**config.mk**
```make
export PLATFORM = sky130hd
export DESIGN_NAME = spi_burst_master
export DESIGN_NICKNAME = d
export VERILOG_FILES = /design/src/rtl/spi_burst_pkg.sv /design/src/rtl/spi_burst_dp.sv /design/src/rtl/spi_burst_ctrl.sv /design/src/rtl/spi_burst_master.sv
export SDC_FILE = /design/constraint.sdc
export NUM_CORES = 1
export LEC_CHECK = 0
export ABC_AREA = 1
export BUFFER_PORTS_ARGS = -buffer_cell sky130_fd_sc_hd__buf_2
export CORE_MARGIN = 3
export CORE_UTILIZATION = 40
export DETAILED_ROUTE_END_ITERATION = 8
export MAX_ROUTING_LAYER = met4
export PLACE_DENSITY_LB_ADDON = 0.08
export SLEW_MARGIN = 20
export SYNTH_ARGS = -nofsm -noshare
export SYNTH_HDL_FRONTEND = slang
export SYNTH_SLANG_ARGS = --single-unit
```
**constraint.sdc**
```tcl
create_clock -name clk -period 4.7 [get_ports clk]
set_input_delay 1.41 -clock clk [delete_from_list [all_inputs] [get_ports clk]]
set_output_delay 1.41 -clock clk [all_outputs]
set_load 0.05 [all_outputs]
```
**src/rtl/spi_burst_pkg.sv**
```systemverilog
`timescale 1ns/1ps
package spi_burst_pkg;
  parameter int unsigned WORD_W = 32;
  localparam int unsigned IDX_W = $clog2(WORD_W);
  localparam int unsigned CNT_W = IDX_W + 1;

  // strobes from the sequencer to the shift datapath
  typedef struct packed {
    logic             load;
    logic [CNT_W-1:0] loadBits;
    logic             sample;
    logic             shift;
  } burstStrobe_t;

  typedef enum logic [2:0] {
    ST_IDLE,
    ST_LOAD,
    ST_LOW,
    ST_HIGH,
    ST_GUARD
  } burstState_t;
endpackage

```
**src/rtl/spi_burst_dp.sv**
```systemverilog
`timescale 1ns/1ps
module spi_burst_dp
  import spi_burst_pkg::*;
(
  input  logic              clk,
  input  logic              rstN,
  input  burstStrobe_t      strobe,
  input  logic [WORD_W-1:0] txWord,
  input  logic              miso,
  output logic              mosi,
  output logic [WORD_W-1:0] rxWord
);
  logic [WORD_W-1:0] txShift;
  logic [WORD_W-1:0] rxShift;
  logic [CNT_W-1:0]  alignAmt;

  // move the valid low bits of a partial word up to the MSB
  assign alignAmt = CNT_W'(WORD_W) - strobe.loadBits;

  always_ff @(posedge clk or negedge rstN) begin
    if (!rstN) begin
      txShift <= '0;
      rxShift <= '0;
    end else begin
      if (strobe.load) begin
        txShift <= txWord << alignAmt;
        rxShift <= '0;
      end else begin
        if (strobe.shift)  txShift <= {txShift[WORD_W-2:0], 1'b0};
        if (strobe.sample) rxShift <= {rxShift[WORD_W-2:0], miso};
      end
    end
  end

  assign mosi   = txShift[WORD_W-1];
  assign rxWord = rxShift;
endmodule

```
**src/rtl/spi_burst_ctrl.sv**
```systemverilog
`timescale 1ns/1ps
module spi_burst_ctrl
  import spi_burst_pkg::*;
#(
  parameter int unsigned LEN_W = 10,
  parameter int unsigned DIV_W = 8
) (
  input  logic             clk,
  input  logic             rstN,
  input  logic             start,
  input  logic [LEN_W-1:0] cfgLen,
  input  logic [DIV_W-1:0] cfgDiv,
  input  logic             txEmpty,
  output burstStrobe_t     strobe,
  output logic             txPop,
  output logic             rxPush,
  output logic             sclk,
  output logic             ssN,
  output logic             busy,
  output logic             done
);
  burstState_t      state;
  logic [DIV_W-1:0] divQ;
  logic [DIV_W-1:0] divCnt;
  logic [DIV_W:0]   guardCnt;
  logic [LEN_W-1:0] bitsLeft;
  logic [CNT_W-1:0] wordLeft;
  logic [CNT_W-1:0] nextBits;
  logic             phaseEnd;

  // remaining length mod word size gives the partial first word; afterwards it is 0
  assign nextBits = (bitsLeft[IDX_W-1:0] == '0) ? CNT_W'(WORD_W)
                                                : {1'b0, bitsLeft[IDX_W-1:0]};
  assign phaseEnd = (divCnt == divQ);

  always_comb begin
    strobe = '0;
    txPop  = 1'b0;
    rxPush = 1'b0;
    case (state)
      ST_LOAD: if (!txEmpty) begin
        strobe.load     = 1'b1;
        strobe.loadBits = nextBits;
        txPop           = 1'b1;
      end
      ST_LOW:  strobe.sample = phaseEnd;
      ST_HIGH: if (phaseEnd) begin
        strobe.shift = 1'b1;
        rxPush       = (wordLeft == CNT_W'(1));
      end
      default: ;
    endcase
  end

  always_ff @(posedge clk or negedge rstN) begin
    if (!rstN) begin
      state    <= ST_IDLE;
      divQ     <= '0;
      divCnt   <= '0;
      guardCnt <= '0;
      bitsLeft <= '0;
      wordLeft <= '0;
      sclk     <= 1'b0;
      ssN      <= 1'b1;
      done     <= 1'b0;
    end else begin
      done <= 1'b0;
      case (state)
        ST_IDLE: if (start && cfgLen != '0) begin
          divQ     <= cfgDiv;
          bitsLeft <= cfgLen;
          ssN      <= 1'b0;
          state    <= ST_LOAD;
        end
        ST_LOAD: if (!txEmpty) begin
          wordLeft <= nextBits;
          divCnt   <= '0;
          state    <= ST_LOW;
        end
        ST_LOW: if (phaseEnd) begin
          divCnt <= '0;
          sclk   <= 1'b1;
          state  <= ST_HIGH;
        end else begin
          divCnt <= divCnt + DIV_W'(1);
        end
        ST_HIGH: if (phaseEnd) begin
          divCnt   <= '0;
          sclk     <= 1'b0;
          bitsLeft <= bitsLeft - LEN_W'(1);
          wordLeft <= wordLeft - CNT_W'(1);
          if (bitsLeft == LEN_W'(1)) begin
            ssN      <= 1'b1;
            guardCnt <= '0;
            state    <= ST_GUARD;
          end else if (wordLeft == CNT_W'(1)) begin
            state <= ST_LOAD;
          end else begin
            state <= ST_LOW;
          end
        end else begin
          divCnt <= divCnt + DIV_W'(1);
        end
        ST_GUARD: if (guardCnt == {divQ, 1'b1}) begin
          done  <= 1'b1;
          state <= ST_IDLE;
        end else begin
          guardCnt <= guardCnt + (DIV_W+1)'(1);
        end
        default: state <= ST_IDLE;
      endcase
    end
  end

  assign busy = (state != ST_IDLE);
endmodule

```
**src/rtl/spi_burst_master.sv**
```systemverilog
`timescale 1ns/1ps
module spi_burst_master
  import spi_burst_pkg::*;
#(
  parameter int unsigned LEN_W = 10,
  parameter int unsigned DIV_W = 8
) (
  input  logic              clk,
  input  logic              rstN,
  input  logic              start,
  input  logic [LEN_W-1:0]  cfgLen,
  input  logic [DIV_W-1:0]  cfgDiv,
  input  logic [WORD_W-1:0] txWord,
  input  logic              txEmpty,
  output logic              txPop,
  output logic [WORD_W-1:0] rxWord,
  output logic              rxPush,
  output logic              sclk,
  output logic              mosi,
  input  logic              miso,
  output logic              ssN,
  output logic              busy,
  output logic              done
);
  burstStrobe_t strobe;

  spi_burst_ctrl #(.LEN_W(LEN_W), .DIV_W(DIV_W)) ctrl_i (
    .clk(clk), .rstN(rstN), .start(start), .cfgLen(cfgLen), .cfgDiv(cfgDiv),
    .txEmpty(txEmpty), .strobe(strobe), .txPop(txPop), .rxPush(rxPush),
    .sclk(sclk), .ssN(ssN), .busy(busy), .done(done)
  );

  spi_burst_dp dp_i (
    .clk(clk), .rstN(rstN), .strobe(strobe), .txWord(txWord), .miso(miso),
    .mosi(mosi), .rxWord(rxWord)
  );
endmodule

```
# Word level (Yosys, flattened, before mapping)
# Index checks and enable logic that the tools add are counted.
[classes]
div = 0
order_cmp = 0
shifts = 1
addsub = 5
muxes = 44
multipliers = 0
bitwise_logic = 0
eq_ne = 15
n_reduce_logical = 21
[ops]
columns = ["cell", "count"]
rows = [
  ["32-bit 2-to-1 mux", 4],
  ["32-bit by 6-bit left shift with 32-bit output", 1],
  ["9-bit 2-to-1 mux", 3],
  ["10-bit 2-to-1 mux", 2],
  ["10-bit case mux with 2 select lines", 1],
  ["3-bit 2-to-1 mux", 6],
  ["6-bit 2-to-1 mux", 3],
  ["9-bit case mux with 2 select lines", 1],
  ["8-bit 2-to-1 mux", 2],
  ["8-bit case mux with 2 select lines", 1],
  ["3-bit case mux with 5 select lines", 1],
  ["1-bit 2-to-1 mux", 14],
  ["7-bit 2-to-1 mux", 2],
  ["2-bit nonzero test", 7],
  ["6-bit case mux with 2 select lines", 1],
  ["10-bit by 1-bit equality test with 1-bit output (second input constant)", 1],
  ["2-bit by 1-bit inequality test with 1-bit output (second input constant)", 5],
  ["10-bit nonzero test", 1],
  ["10-bit by 1-bit subtractor with 10-bit output (second input constant)", 1],
  ["9-bit by 1-bit adder with 9-bit output (second input constant)", 1],
  ["9-bit equality test", 1],
  ["3-bit AND reduction", 3],
  ["8-bit by 1-bit adder with 8-bit output (second input constant)", 1],
  ["8-bit equality test", 1],
  ["other kinds (17)", 22],
]
[word_totals]
latchBits = 0
rom_bits = 0
in_bits = 55
mem_bits_rw = 0
out_inout_bits = 39
wordCells = 97
mem_count = 0
reg_bits = 111

# Longest topological paths before layout
[depth]
ltp_word = 7
depth_mapped = 21
mapped_depth_nobuf = 19

# By module
# A second synthesis with hierarchy kept.
[hier_totals]
cells_unflattened = 1112
hier_area_um2 = 7582.3
[modules_own_cells]
columns = ["module", "area_each_um2", "cells_per_inst", "seq_area_each_um2", "n_inst"]
rows = [
  ["spi_burst_dp", 4411.7, 670, 1601.5, 1],
  ["spi_burst_ctrl", 3170.5, 442, 1177.4, 1],
]

# Worst setup path after synthesis
# No wires, ideal clock.
[synth_timing]
path_kind = "input to register"
start = "input txEmpty"
end = "register dp_i.txShift[24]"
path_stages = 16
arrival_time_ps = 3256
path_slack_ps = 1327
setup_time_ps = 117
path_buffers = 3
t_required_ps = 4583
path_cell_list = "nor2_4 -> nand2_2 -> buf_2 -> ha_1 -> clkbuf_1 -> inv_1 -> buf_1 -> nand3_1 -> nand2_1 -> nand2_1 -> nand2_1 -> nand2_1 -> nand3_1 -> nand3_1 -> o21ai_1 -> inv_1"
[synth_between]
elab_chain_len = 5
elab_cells_between_ends = 6
classes_between = "1 x add/sub; 1 x shift; 3 x mux; 1 x reduce/logical"
[synth_lines]
columns = ["element", "line", "rtl"]
rows = [
  ["from (decl)", "spi_burst_master.sv:14", "input logic txEmpty,"],
  ["7-bit 2-to-1 mux (*)", "spi_burst_ctrl.sv:41", "ST_LOAD: if (!txEmpty) begin"],
  ["7-bit 2-to-1 mux (*)", "spi_burst_ctrl.sv:40", "case (state)"],
  ["6-bit subtractor", "spi_burst_dp.sv:18", "assign alignAmt = CNT_W'(WORD_W) - strobe.loadBits;"],
  ["32-bit by 6-bit left shift with 32-bit output", "spi_burst_dp.sv:26", "txShift <= txWord << alignAmt;"],
  ["32-bit 2-to-1 mux", "spi_burst_dp.sv:25", "if (strobe.load) begin"],
  ["to (signal assigned)", "spi_burst_dp.sv:26", ""],
  ["to (signal assigned)", "spi_burst_dp.sv:29", "if (strobe.shift) txShift <= {txShift[WORD_W-2:0], 1'b0};"],
  ["to (decl)", "spi_burst_dp.sv:13", "logic [WORD_W-1:0] txShift;"],
]
# Every way passes the cells marked *; elsewhere a longest branch is shown, timed or not.
# A chain may end at the register's enable or synchronous reset.

# Final worst setup path
[layout_timing]
start = "input txEmpty"
end = "output txPop"
[layout_between]
elab_chain_len = 2
[layout_lines]
columns = ["element", "line", "rtl"]
rows = [
  ["1-bit 2-to-1 mux", "spi_burst_ctrl.sv:41", ""],
  ["1-bit 2-to-1 mux", "spi_burst_ctrl.sv:40", ""],
  ["to (decl)", "spi_burst_master.sv:15", "output logic txPop,"],
]
# Every way passes these cells.

==> out/metrics.yaml <==
start_util_pct: 41.53
skew_ns: 0.01368
synth.avg_cell_area_um2: 6.817
r2r_cells: 17
critPathBufInv: 2
critical_path_class: "primary input to primary output"
end_kind: "primary output"
drtIter0Drc: 600
cp_max_fo: 14
setup_violations: 0
num_rows: 49
wirelength_um: 20930
dp_hpwl_um: 15170
yosys.cell_types.count: 45
synthArstFlopShare_pct: 100.0
synth_area_um2: 7587
synthCells: 1113
syn2layout_area_growth_pct: 11.23
grt.total_usage_pct: 21.36
drive_above_1_share_pct: 14.12
grt_pass1_vias: 7071
synth_nets: 1176
num_antenna_cells: 0
grt_pass1_wl_um: 35040
grt.busiest_layer: "met2"
slew_headroom_pct: 35.34
fin_ws_ns: 1.008
yosys_warnings: 0
die_area_um2: 20660
antenna_found_initial: 0
grt_max_degree: 62
max_clock_freq_ghz: 0.2709
gp_congestion: 0.9382
portBuffers: 93
clkTransAtPathRegs_ns: 0.07
pre_cts_slack_ns: 0.9935
hold_path.class: "register to register"
cts_htree_levels: 3
cp_top_family: "buffers and inverters"
clockBufferDepth: 2
finalSetupTns_ns: 0
synthAdderAreaFrac_pct: 1.319
cts_made_buffers: 9
power.density_nw_per_um2: 474.0
status: "complete, no violations"
ys.flop_type: "dfrtp_1"
cpPeakStageDelay_ns: 0.38
tightest_slew_ns: 0.9664
firstDrtPassIters: 5
synth-seq-cells: 111
fp.dieW_um: 143.7
crit_slowest_cell: "nor2_4"
core_um2: 18270
cts_hold_buffers: 0
hold_viol: 0
critPathArrivalTime_ns: 2.28
power.leakage_nw: 4.385
wl_per_cell_um: 14.90
via_count: 7472
grtUsageMet2_pct: 33.52
yosysSeqAreaShare_pct: 36.63
most-common-layout-cells: "nand2_1, nand3_1, dfrtp_1, inv_1, buf_2"
synth_top_family_by_area: "simple AND/OR/NAND/NOR gates"
postCtsSetupRepairBufs: 0
startpoint_type: "primary input"
rsz0062_at_grt: "no"
irDropWorstVdd_mv: 0.2719
cp.depth: 3
ios: 94
maxCapViolations: 0
synthMuxAreaShare_pct: 0
synth_compound_area_share_pct: 10.55
grt_use_met1_pct: 29.21
drcViolationCount: 0
drv_slew: 0
crit_path_frequent_cell: "buf_2"
ctsResizeCount: 0
clk_latency_ns: 0.36
finalCriticalPeriod_ns: 3.692
hold_path_depth: 2
nets: 1234
synthSimpleGateAreaFrac_pct: 40.17
critical_path.cell_chain: "buf_2, nor2_4, buf_2"
layout_commonest_cell: "nand2_1"
use_met3_pct: 3.228
drt.antenna.violating_nets: 0
period_share_pct: 78.55
synthXorXnorAreaFrac_pct: 1.830
critPathRequiredTime_ns: 3.29
cts_tree: "built"
synth_edf_count: 0
cts.sink_count: 111
die_h_um: 143.7
via_per_inst: 5.318
clockRootBuffer: "clkbuf_16"
grt-ovfl-total: 0
-- final timing paths --
| check | endpoint | slack [ns] | from |
|---|---|---|---|
| worst max-delay path | txPop | 1.01 | txEmpty |
| worst min-delay path | dp_i.txShift[27] | 0.48 | dp_i.txShift[27] |
| worst max register to register | dp_i.txShift[30] | 1.67 | ctrl_i.bitsLeft[0] |
| worst min register to register | dp_i.txShift[27] | 0.48 | dp_i.txShift[27] |
| max in group asynchronous | ctrl_i.ssN | 2.78 | rstN |
| min in group asynchronous | dp_i.txShift[15] | 1.09 | rstN |
-- sequential cells by signal (all words and copies together), names as in the netlist --
register,count
dp_i.rxWord,32
dp_i.txShift,32
ctrl_i.bitsLeft,10
ctrl_i.guardCnt,9
ctrl_i.divCnt,8
ctrl_i.divQ,8
ctrl_i.wordLeft,6
ctrl_i.state,3
ctrl_i.done,1
ctrl_i.sclk,1
ctrl_i.ssN,1
-- layer usage --
| layer | share of wire, % | routed length, um |
|---|---|---|
| met1 | 48 | 9946 |
| met2 | 46 | 9635 |
| met3 | 4.8 | 1000 |
| met4 | 1.7 | 346 |
| met5 | 0 | 0 |
-- through the flow --
stage	power [mW]	util, %	hold WS, ns	instances	instance area (um^2)
after floorplan	2.748	-	0.4437	1113	7587
after global placement	3.152	44.33	0.4625	1389	8099
after detailed placement	3.153	44.33	0.4605	1389	8099
after CTS	4.038	46.19	0.4808	1405	8439
after global routing	4.339	46.19	0.5047	1405	8439
final	4.000	46.19	0.4791	1405	8439
-- cell type report --
class,instances,area [um^2]
clock buffer,9,225.2
clock inverter,7,115.1
fill,1956,9831
inverter,100,375.4
multi-input combinational,844,4088
sequential,111,2779
tap,229,286.5
timing repair buffer,105,570.5
-- cell usage after synthesis, types with 4 or more instances --
cell type	count	area share [%]
nand2_1	349	17
o211ai_1	8	0.79
a21oi_1	31	2.0
nor2_1	58	2.9
o22ai_1	4	0.33
nand4_1	15	1.2
inv_1	95	4.7
a31oi_1	6	0.49
clkbuf_1	29	1.4
o21ai_0	66	4.4
nand3_1	204	13
nand2_2	10	0.82
ha_1	8	1.3
nand2_4	5	0.74
o21ai_1	11	0.73
xor2_1	12	1.4
nor2_2	4	0.33
nor3_1	11	0.73
buf_6	10	1.5
nor4_1	6	0.49
buf_2	9	0.59
dfrtp_1	110	36
inv_2	5	0.25
o31ai_1	6	0.59
buf_4	8	0.79
nand3_2	6	0.79
-- power breakdown --
group          internal (mW)  switching [mW]  leakage [nW]  total [mW]
Combinational          0.525            1.10          2.79        1.62
Clock                  0.481           0.390         0.162       0.871
Sequential              1.26           0.249          1.43        1.51
Total                   2.26            1.74          4.39        4.00
-- worst min-delay path, delay by kind of cell (launching register included) --
family | cells | cell delay [ns]
AND/OR/NAND/NOR | 2 | 0.10
flip-flops | 1 | 0.34
-- cell families after synthesis --
family / Yosys count
simple gates: 678
fa+ha+maj: 8
flops: 111
buf+inv: 158
xor+xnor: 15
compound gates: 143
Power figures use the tool's default switching activity.
